[src/rtl/pwr_event_pkg.sv]
package pwr_event_pkg;
  localparam int ADDR_W = 2;
  localparam int DATA_W = 8;
  localparam int EVT_W  = 5;

  localparam logic [ADDR_W-1:0] ADDR_MASK = 2'd0;
  localparam logic [ADDR_W-1:0] ADDR_CHG  = 2'd1;
  localparam logic [ADDR_W-1:0] ADDR_HOST = 2'd2;
  localparam logic [ADDR_W-1:0] ADDR_WAKE = 2'd3;

  // host status bit position for each wake event input
  localparam int POS_RI1  = 0;
  localparam int POS_RI2  = 1;
  localparam int POS_RING = 3;
  localparam int POS_MOD  = 6;
  localparam int POS_SW   = 7;

  typedef struct packed {
    logic              wrMask;
    logic              clrChg;
    logic              clrHost;
    logic              clrWake;
    logic [DATA_W-1:0] data;
  } regStrobe_t;
endpackage

[src/rtl/pwr_event_ctrl.sv]
module pwr_event_ctrl
  import pwr_event_pkg::*;
#(
  parameter int AW = ADDR_W,
  parameter int DW = DATA_W
) (
  input  logic          clk,
  input  logic          rstN,
  input  logic          busWe,
  input  logic [AW-1:0] busAddr,
  input  logic [DW-1:0] busWdata,
  output regStrobe_t    strobe,
  output logic [AW-1:0] rdSel
);
  always_comb begin
    strobe         = '0;
    strobe.data    = busWdata;
    strobe.wrMask  = busWe && (busAddr == ADDR_MASK);
    strobe.clrChg  = busWe && (busAddr == ADDR_CHG);
    strobe.clrHost = busWe && (busAddr == ADDR_HOST);
    strobe.clrWake = busWe && (busAddr == ADDR_WAKE);
  end

  assign rdSel = busAddr;

  // a write reaches exactly one register, and only when the write strobe is high
  a_r2_single_target: assert property (@(posedge clk) disable iff (!rstN)
    $onehot0({strobe.wrMask, strobe.clrChg, strobe.clrHost, strobe.clrWake})
    && (busWe || !(strobe.wrMask || strobe.clrChg || strobe.clrHost || strobe.clrWake)));
endmodule

[src/rtl/pwr_event_dp.sv]
module pwr_event_dp
  import pwr_event_pkg::*;
#(
  parameter int AW = ADDR_W,
  parameter int DW = DATA_W,
  parameter int EW = EVT_W
) (
  input  logic          clk,
  input  logic          rstN,
  input  logic          hostSwRst,
  input  regStrobe_t    strobe,
  input  logic [AW-1:0] rdSel,
  input  logic [DW-1:0] pwrCtl,
  input  logic          rtcAlarm,
  input  logic [EW-1:0] wakeEvt,
  output logic [DW-1:0] rdData,
  output logic          irq
);
  logic [DW-1:0] maskReg, pwrPrev, chgFlag, chgEn, chgSeen;
  logic [DW-1:0] hostStat, wakeStat, evtVec;
  logic [DW-1:0] chgClr, hostClr, wakeClr;
  logic          irqNext;

  // bit 0 (S0) is enabled by any of the S1..S5 enables
  assign chgEn   = {maskReg[DW-1:1], |maskReg[5:1]};
  assign chgSeen = pwrCtl ^ pwrPrev;

  always_comb begin
    evtVec           = '0;
    evtVec[POS_RI1]  = wakeEvt[0];
    evtVec[POS_RI2]  = wakeEvt[1];
    evtVec[POS_RING] = wakeEvt[2];
    evtVec[POS_MOD]  = wakeEvt[3];
    evtVec[POS_SW]   = wakeEvt[4];
  end

  assign chgClr  = strobe.clrChg  ? strobe.data : '0;
  assign hostClr = strobe.clrHost ? strobe.data : '0;
  assign wakeClr = strobe.clrWake ? strobe.data : '0;

  always_ff @(posedge clk or negedge rstN) begin
    if (!rstN) begin
      maskReg <= '0;
      pwrPrev <= '0;
    end else begin
      pwrPrev <= pwrCtl;
      if (strobe.wrMask) maskReg <= strobe.data;
    end
  end

  // one latched change flag per watched bit; a new change wins over a clear
  for (genvar i = 0; i < DW; i++) begin : g_flag
    always_ff @(posedge clk or negedge rstN) begin
      if (!rstN) chgFlag[i] <= 1'b0;
      else       chgFlag[i] <= (chgFlag[i] & ~chgClr[i]) | (chgSeen[i] & chgEn[i]);
    end
  end

  always_ff @(posedge clk or negedge rstN) begin
    if (!rstN) begin
      hostStat <= '0;
      wakeStat <= '0;
    end else begin
      if (hostSwRst) hostStat <= '0;
      else           hostStat <= (hostStat & ~hostClr) | evtVec;
      wakeStat <= (wakeStat & ~wakeClr) | evtVec;
    end
  end

  assign irqNext = |(chgFlag & chgEn) | (rtcAlarm & maskReg[0]);

  always_ff @(posedge clk or negedge rstN) begin
    if (!rstN) irq <= 1'b0;
    else       irq <= irqNext;
  end

  always_comb begin
    case (rdSel)
      ADDR_MASK: rdData = maskReg;
      ADDR_CHG:  rdData = chgFlag;
      ADDR_HOST: rdData = hostStat;
      default:   rdData = wakeStat;
    endcase
  end

  // an S0 change is caught whenever some S1..S5 enable is on
  a_r5_s0_implied: assert property (@(posedge clk) disable iff (!rstN)
    (chgSeen[0] && (|maskReg[5:1])) |=> chgFlag[0]);

  // a disabled supply-off bit never sets its flag
  a_r6_masked_no_latch: assert property (@(posedge clk) disable iff (!rstN)
    (!chgFlag[7] && !maskReg[7]) |=> !chgFlag[7]);

  // a host status bit holds unless cleared by a 1 or by the software reset
  a_r9_w0_keeps: assert property (@(posedge clk) disable iff (!rstN)
    (hostStat[POS_RI2] && !(strobe.clrHost && strobe.data[POS_RI2]) && !hostSwRst)
    |=> hostStat[POS_RI2]);

  // an event at the same edge as a clear leaves the bit set
  a_r12_set_wins: assert property (@(posedge clk) disable iff (!rstN)
    (wakeEvt[0] && strobe.clrWake && strobe.data[POS_RI1]) |=> wakeStat[POS_RI1]);

  // with an all-zero mask nothing interrupts
  a_r13_masked_quiet: assert property (@(posedge clk) disable iff (!rstN)
    ($past(maskReg) == '0) |-> !irq);

  // the software reset leaves the wake copy unchanged when nothing else touches it
  a_r11_wake_untouched: assert property (@(posedge clk) disable iff (!rstN)
    (hostSwRst && !strobe.clrWake && (wakeEvt == '0)) |=> $stable(wakeStat));
endmodule

[src/rtl/pwr_event_irq.sv]
module pwr_event_irq
  import pwr_event_pkg::*;
(
  input  logic              clk,
  input  logic              rstN,
  input  logic              hostSwRst,
  input  logic              busWe,
  input  logic [ADDR_W-1:0] busAddr,
  input  logic [DATA_W-1:0] busWdata,
  output logic [DATA_W-1:0] busRdata,
  input  logic [DATA_W-1:0] pwrCtl,
  input  logic              rtcAlarm,
  input  logic [EVT_W-1:0]  wakeEvt,
  output logic              irq
);
  regStrobe_t        strobe;
  logic [ADDR_W-1:0] rdSel;

  pwr_event_ctrl #(.AW(ADDR_W), .DW(DATA_W)) u_ctrl (
    .clk      (clk),
    .rstN     (rstN),
    .busWe    (busWe),
    .busAddr  (busAddr),
    .busWdata (busWdata),
    .strobe   (strobe),
    .rdSel    (rdSel)
  );

  pwr_event_dp #(.AW(ADDR_W), .DW(DATA_W), .EW(EVT_W)) u_dp (
    .clk       (clk),
    .rstN      (rstN),
    .hostSwRst (hostSwRst),
    .strobe    (strobe),
    .rdSel     (rdSel),
    .pwrCtl    (pwrCtl),
    .rtcAlarm  (rtcAlarm),
    .wakeEvt   (wakeEvt),
    .rdData    (busRdata),
    .irq       (irq)
  );
endmodule

[config.mk]
export PLATFORM = sky130hd
export DESIGN_NAME = pwr_event_irq
export DESIGN_NICKNAME = d
export VERILOG_FILES = /design/src/rtl/pwr_event_pkg.sv /design/src/rtl/pwr_event_ctrl.sv /design/src/rtl/pwr_event_dp.sv /design/src/rtl/pwr_event_irq.sv
export SDC_FILE = /design/constraint.sdc
export NUM_CORES = 1
export LEC_CHECK = 0
export BUFFER_PORTS_ARGS = -buffer_cell sky130_fd_sc_hd__clkbuf_2
export CAP_MARGIN = 20
export CORE_ASPECT_RATIO = 0.9
export CORE_UTILIZATION = 56
export CTS_BUF_LIST = sky130_fd_sc_hd__clkbuf_8
export CTS_CLUSTER_SIZE = 8
export DETAILED_ROUTE_END_ITERATION = 7
export GPL_TIMING_DRIVEN = 0
export PLACE_DENSITY = 0.81
export REMOVE_ABC_BUFFERS = 1
export SLEW_MARGIN = 20
export SYNTH_ARGS = -nofsm -noshare
export SYNTH_HDL_FRONTEND = slang
export SYNTH_SLANG_ARGS = --single-unit
[constraint.sdc]
create_clock -name clk -period 1.6 [get_ports clk]
set_input_delay 0.32 -clock clk [delete_from_list [all_inputs] [get_ports clk]]
set_output_delay 0.32 -clock clk [all_outputs]
set_load 0.005 [all_outputs]
# After elaboration in Yosys (flattened, before gate mapping)
# Cells that the tools add are included.
# word_totals
regBits	41
# op_classes
n_bitwise	42
reduce_logical	7
muxes	5
eq_ne	3
# op_table
cell	n
$mux W8	4
$and A8 B8 Y8	3
$pmux W8 S3	1
$and A1 B1 Y1	17
$not A8 Y8	2
$or A8 B8 Y8	2
$or A1 B1 Y1	9
$not A1 Y1	8
$reduce_or A8 Y1	1
$xor A8 B8 Y8	1
$reduce_or A5 Y1	1
$eq A2 B2 Y1 const B	2
$logic_and A1 B1 Y1	4
$eq A2 B1 Y1 const B	1
$logic_not A2 Y1	1

# Depth between registers and ports, before layout
# Gate-level depths: netlist of the first run.
# depth
ltp_word	7
depth_mapped	5

# Cells and area by module
# From an unflattened synthesis of the first run, not the netlist that was laid out.
# unflattened
hier_cells	144
area_unflattened_um2	1845.5
# by_module_without_submodules
module	cells_each	area_per_inst_um2	n_inst
pwr_event_dp	130	1732.9	1
pwr_event_ctrl	14	112.6	1

# Worst setup path before layout of the first run
# Ideal clock, no wire load.
# synth_timing
kind	input-to-output
start	input port busAddr[0]
end	output port busRdata[0]
required_ns	1.280
path_slack_ns	0.272
t_arrival_ns	1.008
path_stages	2
cell_sequence	buf_6 mux4_1
# synth_via
elab_chain_len	2
elab_cells_between_ends	4
classes_between	2 x eq/ne; 1 x mux; 1 x reduce/logical
# synth_rtl
element	line	text
from (decl)	pwr_event_irq.sv:8	input logic [ADDR_W-1:0] busAddr,
$eq A2 B2 Y1, or another cell as far along	pwr_event_dp.sv:78	case (rdSel)
$pmux W8 S3 *	pwr_event_dp.sv:78	
to (decl)	pwr_event_irq.sv:10	output logic [DATA_W-1:0] busRdata,
# Every way passes the cells marked *; elsewhere a longest branch is shown, timed or not.

# Worst setup path in the final report of the first run
# layout_timing
start	register u_dp.wakeStat[3]
end	output port busRdata[3]
# layout_via
elab_chain_len	1
# layout_rtl
element	line	text
from (decl)	pwr_event_dp.sv:20	logic [DW-1:0] hostStat, wakeStat, evtVec;
from (signal assigned)	pwr_event_dp.sv:66	wakeStat <= (wakeStat & ~wakeClr) | evtVec;
$pmux W8 S3	pwr_event_dp.sv:78	
# Every way passes these cells.

==> results.py, run 1 <==
metrics = {
    "setup_path": {
        "cp.buffers_inverters": 1,
        "r2r-start": "u_dp.maskReg[2]$_DFFE_PN0P_",
        "cp_slowest_cell": "mux4_2",
        "rrSetupSlack_ns": 0.10,
        "arrival_ns": 1.30,
        "worstPathCellList": "mux4_2, clkbuf_2",
        "r2r_end": "u_dp.irq$_DFF_PN0_",
        "cp_data_required_time_ns": 1.28,
        "worst_path_largest_cell_delay_ns": 0.48,
        "reg2reg_depth": 4,
        "crit_path_start_kind": "flop",
        "crit_type": "flop to output port",
        "critPathCaptureType": "output port",
        "crit_path_start": "u_dp.wakeStat[3]$_DFF_PN0_",
        "path_delay_family": "multiplexers",
        "crit_fanout": 2,
    },
    "pwr": {
        "powerDensity_mw_per_mm2": 1040,
        "p_total_w": 0.00229,
        "p_leak_nw": 1.01,
        "max-vdd-ir-drop_v": 0.000930,
    },
    "yosys": {
        "synth-seq-cells": 41,
        "synth_top_family_by_area": "multiplexers",
        "synthSimpleGateAreaFrac_pct": 8.21,
        "yosysUniqueCellTypes": 26,
        "syn_inst": 132,
        "muxShareOfSynthArea_pct": 16.4,
        "yosysWarnings": 0,
        "synth_area_leaders": "dfrtp_1, mux4_1, mux2_2",
        "synth.avg_cell_area_um2": 13.8,
        "post_synth_fa_ha_maj_area_fraction_pct": 0,
        "yosys.area.top_type": "dfrtp_1",
        "netlist_area_mm2": 0.00183,
        "netlist.area_leader.share_pct": 56.1,
        "synth_sequential_area_ratio_pct": 56.1,
        "synthXorXnorAreaFrac_pct": 3.83,
        "synth_compound_area_share_pct": 12.4,
    },
    "route": {
        "drtIter0Drc": 64,
        "vias": 1332,
        "route.detailed.wl_per_inst_um": 17.4,
        "vias_per_cell": 5.79,
        "drc": 0,
        "routed_wl_um": 4000,
        "dr.pass1.iters": 4,
        "detail-route-antenna-nets": 0,
    },
    "grt": {
        "grt_use_total_pct": 24.7,
        "grt_pass1_wl_um": 6310,
        "grt_max_degree": 42,
        "antenna_found_initial": 0,
        "grt-ovfl-total": 0,
        "grt_pass1_vias": 1327,
    },
    "sta": {
        "hold_slack_ns": 0.158,
        "fin_crit_ns": 1.62,
        "rsz0062_at_grt": "yes",
        "skew_ns": 0.00253,
        "final-setup-viol-count": 2,
        "finalCritPeriodShare_pct": 101,
        "fmax_mhz": 619,
        "final.setup.worst_slack_ns": -0.0160,
        "worst_pin_slew_ns": 0.992,
        "slew_headroom_pct": 33.9,
        "final_max_slew_viol_count": 0,
        "hold_violations": 0,
    },
    "layout": {
        "fill_cells": 237,
        "area_delta_synth_final_pct": 20.7,
        "nets": 215,
        "drive_gt1_share_pct": 41.5,
        "num_antenna_cells": 0,
    },
    "floorplan": {
        "start_util_pct": 59.1,
        "die_area_mm2": 0.00350,
        "die_w_um": 62.2,
        "io_pins": 37,
        "rows": 19,
        "die_h_um": 56.2,
        "core_area_mm2": 0.00309,
    },
    "run": {
        "drv_cap": 0,
    },
    "hold_path": {
        "min-delay-start": "pwrCtl[2]",
        "holdPathEnd": "u_dp.pwrPrev[2]$_DFF_PN0_",
        "hold_depth": 1,
        "hold_class": "input pin to flop",
    },
    "clock_tree": {
        "clock_latency_ns": 0.29,
        "clk_pin_slew_ns": 0.07,
        "cts_tree": "yes",
        "numCtsBuffers": 5,
        "cts.sinks": 41,
        "cts_root_buf": "clkbuf_8",
        "cts_max_level": 2,
        "cts_buffer_depth": 2,
    },
    "placed_design": {
        "place.gp.congestion": 0.759,
        "hpwl_um": 2450,
        "port_buffers": 36,
    },
    "status": {
        "status": "finished, violations left",
        "violations": "negative setup slack",
    },
}
-- stage by stage --
| step | setup WS, ns | area (um2) | utilization, % | setup TNS, ns | std cells |
|---|---|---|---|---|---|
| floorplan | 0.316 | 1790 | - | 0 | 127 |
| global route | -0.0509 | 2210 | 71.4 | -0.252 | 230 |
| CTS | -0.00917 | 2190 | 70.9 | -0.00917 | 228 |
| global placement | -0.0952 | 2020 | 65.5 | -0.530 | 205 |
| detailed placement | -0.100 | 2020 | 65.5 | -0.851 | 205 |
| finish | -0.0160 | 2210 | 71.4 | -0.0243 | 230 |
-- cells in the final DEF, fill, tap and decap left out, drive strengths merged --
cell	Yosys	layout
a221oi	1	1
o2bb2ai	1	1
inv	5	8
mux4	8	8
clkbuf	1	41
mux2	8	8
and3b	2	2
buf	4	17
o21ai	1	1
a21boi	3	3
xor2	7	7
nand2	13	13
nor2	6	6
nand4	1	1
a21oi	3	3
nor3b	1	1
a21o	5	5
nand2b	3	3
a22oi	2	2
xnor2	1	1
dfrtp	41	41
or4	1	1
a22o	8	8
a311oi	5	5
and3	1	1
-- synthesized netlist by cell type --
cell type,instances
xor2_1,7
o2bb2ai_1,1
xnor2_1,1
a311oi_1,5
buf_6,2
clkbuf_1,1
and3b_2,2
a21oi_1,3
nand2b_1,3
nor2_1,6
inv_1,5
buf_2,2
a221oi_1,1
mux2_2,8
nand2_1,13
dfrtp_1,41
or4_1,1
o21ai_0,1
mux4_1,8
a21o_1,5
nand4_1,1
and3_2,1
a22oi_1,2
a22o_1,8
nor3b_4,1
a21boi_0,3
-- logic make-up after synthesis --
kind of cell | count (synthesis)
DFF | 41
muxes | 16
xor gates and xnor gates | 8
buffers and inverters | 10
and+or+nand+nor | 28
AOI/OAI and AO/OA | 29
-- timing repair --
| action | in CTS | in global routing |
|---|---|---|
| endpoints found under the hold margin | 0 | 0 |
| buffers inserted | 15 | 2 |
| setup endpoints to repair | 8 | 8 |
| pin swaps | 0 | 0 |
| hold buffers | 0 | 0 |
| gates resized for setup | 10 | 0 |
-- worst max-delay path by stage --
stage	end	slack (ns)	cells after the start
finish	busRdata[3]	-0.02	2
global route	busRdata[5]	-0.05	2
CTS	busRdata[5]	-0.009	2
detailed placement	busRdata[5]	-0.10	3
global placement	busRdata[5]	-0.1	3
floorplan	u_dp.irq$_DFF_PN0_	0.32	3
-- final cells by class --
| cell class | instances | area, um2 | area share [%] |
|---|---|---|---|
| Tap cell | 42 | 52.6 | 2.38 |
| Clock inverter | 3 | 11.3 | 0.510 |
| Sequential cell | 41 | 1030 | 46.5 |
| Multi-Input combinational cell | 81 | 717 | 32.5 |
| Inverter | 5 | 18.8 | 0.850 |
| Clock buffer | 5 | 68.8 | 3.12 |
| Timing Repair Buffer | 53 | 313 | 14.2 |
-- worst register-to-register path, cell delays in order (launching register included) --
cell and delay, ns:
dfrtp_1 0.39, buf_4 0.15, or4_1 0.56, o21ai_0 0.17, nand4_1 0.11
-- power by group --
part           leakage (nW)  total (W)  switching (W)  internal [W]
Sequential            0.467    0.00119      0.0000605       0.00113
Clock                0.0519   0.000615       0.000324      0.000291
Combinational         0.487   0.000480       0.000206      0.000274
-- metal layers --
metal | global-route usage, % | up-vias | wire, um
met5 | 0 | - | 0
met4 | 11.0 | 0 | 66
met3 | 7.58 | 8 | 255
met2 | 40.7 | 61 | 2080
met1 | 30.1 | 667 | 1600
li1 | - | 596 | -
-- sequential cells by signal (all words and copies together) (netlist names) --
register,cells
u_dp.wakeStat,8
u_dp.maskReg,8
u_dp.pwrPrev,8
u_dp.chgFlag,8
u_dp.irq,1
u_dp.hostStat,8
No activity file was read; power rests on OpenSTA's default activity.
==> run 2: changes to the inputs <==
--- a/config.mk
+++ b/config.mk
@@ -8,13 +8,14 @@
 export BUFFER_PORTS_ARGS = -buffer_cell sky130_fd_sc_hd__clkbuf_2
 export CAP_MARGIN = 20
 export CORE_ASPECT_RATIO = 0.9
-export CORE_UTILIZATION = 56
+export CORE_UTILIZATION = 55
 export CTS_BUF_LIST = sky130_fd_sc_hd__clkbuf_8
 export CTS_CLUSTER_SIZE = 8
 export DETAILED_ROUTE_END_ITERATION = 7
 export GPL_TIMING_DRIVEN = 0
-export PLACE_DENSITY = 0.81
+export PLACE_DENSITY = 0.8
 export REMOVE_ABC_BUFFERS = 1
+export SKIP_LAST_GASP = 1
 export SLEW_MARGIN = 20
 export SYNTH_ARGS = -nofsm -noshare
 export SYNTH_HDL_FRONTEND = slang
==> run 2 against run 1 <==
The run still ends with negative setup slack left. First-iteration DRC count rose by 64%. Worst hold slack got worse by 0.0075 ns. Register-to-register slack got worse by 0.03 ns. Sequential cell count did not move. Setup slack got worse by 0.021 ns. Maximum frequency fell by 1.3%. Non-clock buffer count rose by 1. Sequential share of layout area fell by 1.3 points. Clock power rose by 40%. Count of clock-buffer cells in the layout rose by 1. Final area rose by 2.8%. Critical endpoint is now busRdata[6].
==> results.py, run 2 (synthesized netlist as in run 1, its figures left out) <==
metrics = {
    "status": {
        "status": "finished, violations left",
        "violations": "negative setup slack",
    },
    "setup_path": {
        "path_delay_family": "multiplexers",
        "cp_data_required_time_ns": 1.28,
        "arrival_ns": 1.32,
        "worst_path_largest_cell_delay_ns": 0.48,
        "crit_type": "flop to output port",
        "crit_path_start_kind": "flop",
        "worstPathCellList": "mux4_2, clkbuf_2",
        "reg2reg_depth": 4,
        "rrSetupSlack_ns": 0.07,
        "critPathCaptureType": "output port",
        "crit_fanout": 4,
        "r2r-start": "u_dp.maskReg[2]$_DFFE_PN0P_",
        "r2r_end": "u_dp.irq$_DFF_PN0_",
        "cp.buffers_inverters": 1,
        "cp_slowest_cell": "mux4_2",
    },
    "layout": {
        "area_delta_synth_final_pct": 24.2,
        "final_cell_area_mm2": 0.00227,
        "multi_input_area_um2": 717,
        "nets": 216,
        "post-route-util_pct": 72.9,
        "fill_cells": 221,
        "layout_commonest_cell": "dfrtp_1",
        "final_cell_mix": "dfrtp_1, clkbuf_2, buf_4",
        "seq_area_mm2": 0.00103,
        "drive_gt1_share_pct": 42.9,
        "num_antenna_cells": 0,
    },
    "sta": {
        "worst_pin_slew_ns": 0.509,
        "rsz0062_at_grt": "yes",
        "final_max_slew_viol_count": 0,
        "fmax_mhz": 611,
        "hold_violations": 0,
        "fin_crit_ns": 1.64,
        "finalCritPeriodShare_pct": 102,
        "slew_headroom_pct": 66.0,
        "final-setup-viol-count": 2,
        "skew_ns": 0.00348,
        "final.setup.worst_slack_ns": -0.0369,
    },
    "grt": {
        "grt_pass1_wl_um": 6740,
        "grt_max_degree": 42,
        "antenna_found_initial": 0,
        "grt-ovfl-total": 0,
        "grt_pass1_vias": 1405,
        "grt_use_total_pct": 26.0,
    },
    "placed_design": {
        "place_ws_ns": -0.102,
        "placed_area_mm2": 0.00202,
        "port_buffers": 36,
        "place.gp.congestion": 0.747,
        "hpwl_um": 2590,
    },
    "route": {
        "drtIter0Drc": 105,
        "drc": 0,
        "vias": 1333,
        "dr.pass1.iters": 4,
        "detail-route-antenna-nets": 0,
        "routed_wl_um": 4050,
        "route.detailed.wl_per_inst_um": 17.5,
        "vias_per_cell": 5.77,
    },
    "floorplan": {
        "die_area_mm2": 0.00356,
        "die_w_um": 62.8,
        "core_area_mm2": 0.00311,
        "die_h_um": 56.7,
        "io_pins": 37,
        "start_util_pct": 58.7,
        "rows": 19,
    },
    "hold_path": {
        "hold_class": "input pin to flop",
        "holdPathEnd": "u_dp.pwrPrev[0]$_DFF_PN0_",
        "min-delay-start": "pwrCtl[0]",
        "hold_depth": 1,
    },
    "clock_tree": {
        "cts_max_level": 2,
        "clk_pin_slew_ns": 0.08,
        "clock_latency_ns": 0.29,
        "cts_buffer_depth": 2,
        "cts.sinks": 41,
        "numCtsBuffers": 5,
        "cts_tree": "yes",
        "cts_root_buf": "clkbuf_8",
    },
    "pwr": {
        "max-vdd-ir-drop_v": 0.000728,
        "powerDensity_mw_per_mm2": 1120,
        "p_leak_nw": 1.02,
    },
    "run": {
        "drv_cap": 0,
    },
}
[run 2: cell type report]
| type | count | share of cell area [%] |
|---|---|---|
| repair buffers | 54 | 14.8 |
| inverters | 5 | 0.827 |
| clock buffers | 6 | 3.64 |
| clock inverters | 2 | 1.65 |
| multi-input cells | 81 | 31.6 |
| well taps | 42 | 2.32 |
| flip-flops and latches | 41 | 45.2 |
[run 2: how the worst max path moves through the flow]
stage | startpoint | end | depth (start not counted)
global placement | busAddr[0] | busRdata[5] | 3
detailed placement | busAddr[0] | busRdata[6] | 3
floorplan | u_dp.maskReg[2]$_DFFE_PN0P_ | u_dp.irq$_DFF_PN0_ | 3
finish | u_dp.maskReg[6]$_DFFE_PN0P_ | busRdata[6] | 2
global route | u_dp.maskReg[6]$_DFFE_PN0P_ | busRdata[6] | 2
CTS | u_dp.maskReg[6]$_DFFE_PN0P_ | busRdata[6] | 2
[run 2: per-stage QoR]
stage / TNS [ns] / total power, W / std cells / hold slack [ns]
2_1_floorplan: 0 / 0.00140 / 127 / 0.0244
3_3_place_gp: -0.533 / 0.00155 / 205 / 0.452
3_5_place_dp: -0.724 / 0.00157 / 205 / 0.456
4_1_cts: -0.0594 / 0.00254 / 227 / 0.145
5_1_grt: -0.349 / 0.00265 / 231 / 0.142
6_report: -0.0393 / 0.00254 / 231 / 0.151
[run 2: per-layer routing]
layer | GRT usage [%] | vias to the layer above | part of all wire [%]
li1 | - | 595 | -
met1 | 32.5 | 683 | 42
met2 | 41.8 | 48 | 51
met3 | 7.11 | 7 | 5.2
met4 | 13.0 | 0 | 1.9
met5 | 0 | - | 0
[run 2: timing repair]
action                     CTS  global route
setup endpoints to repair    8             9
hold buffers                 0             1
hold endpoints to repair     0            10
resized for setup           10             1
buffers inserted            14             2
[run 2: power breakdown]
group	internal (W)	total (W)	switching, W
clock	0.000507	0.000859	0.000352
sequential	0.00113	0.00119	0.0000620
combinational	0.000280	0.000490	0.000210
total	0.00192	0.00254	0.000624
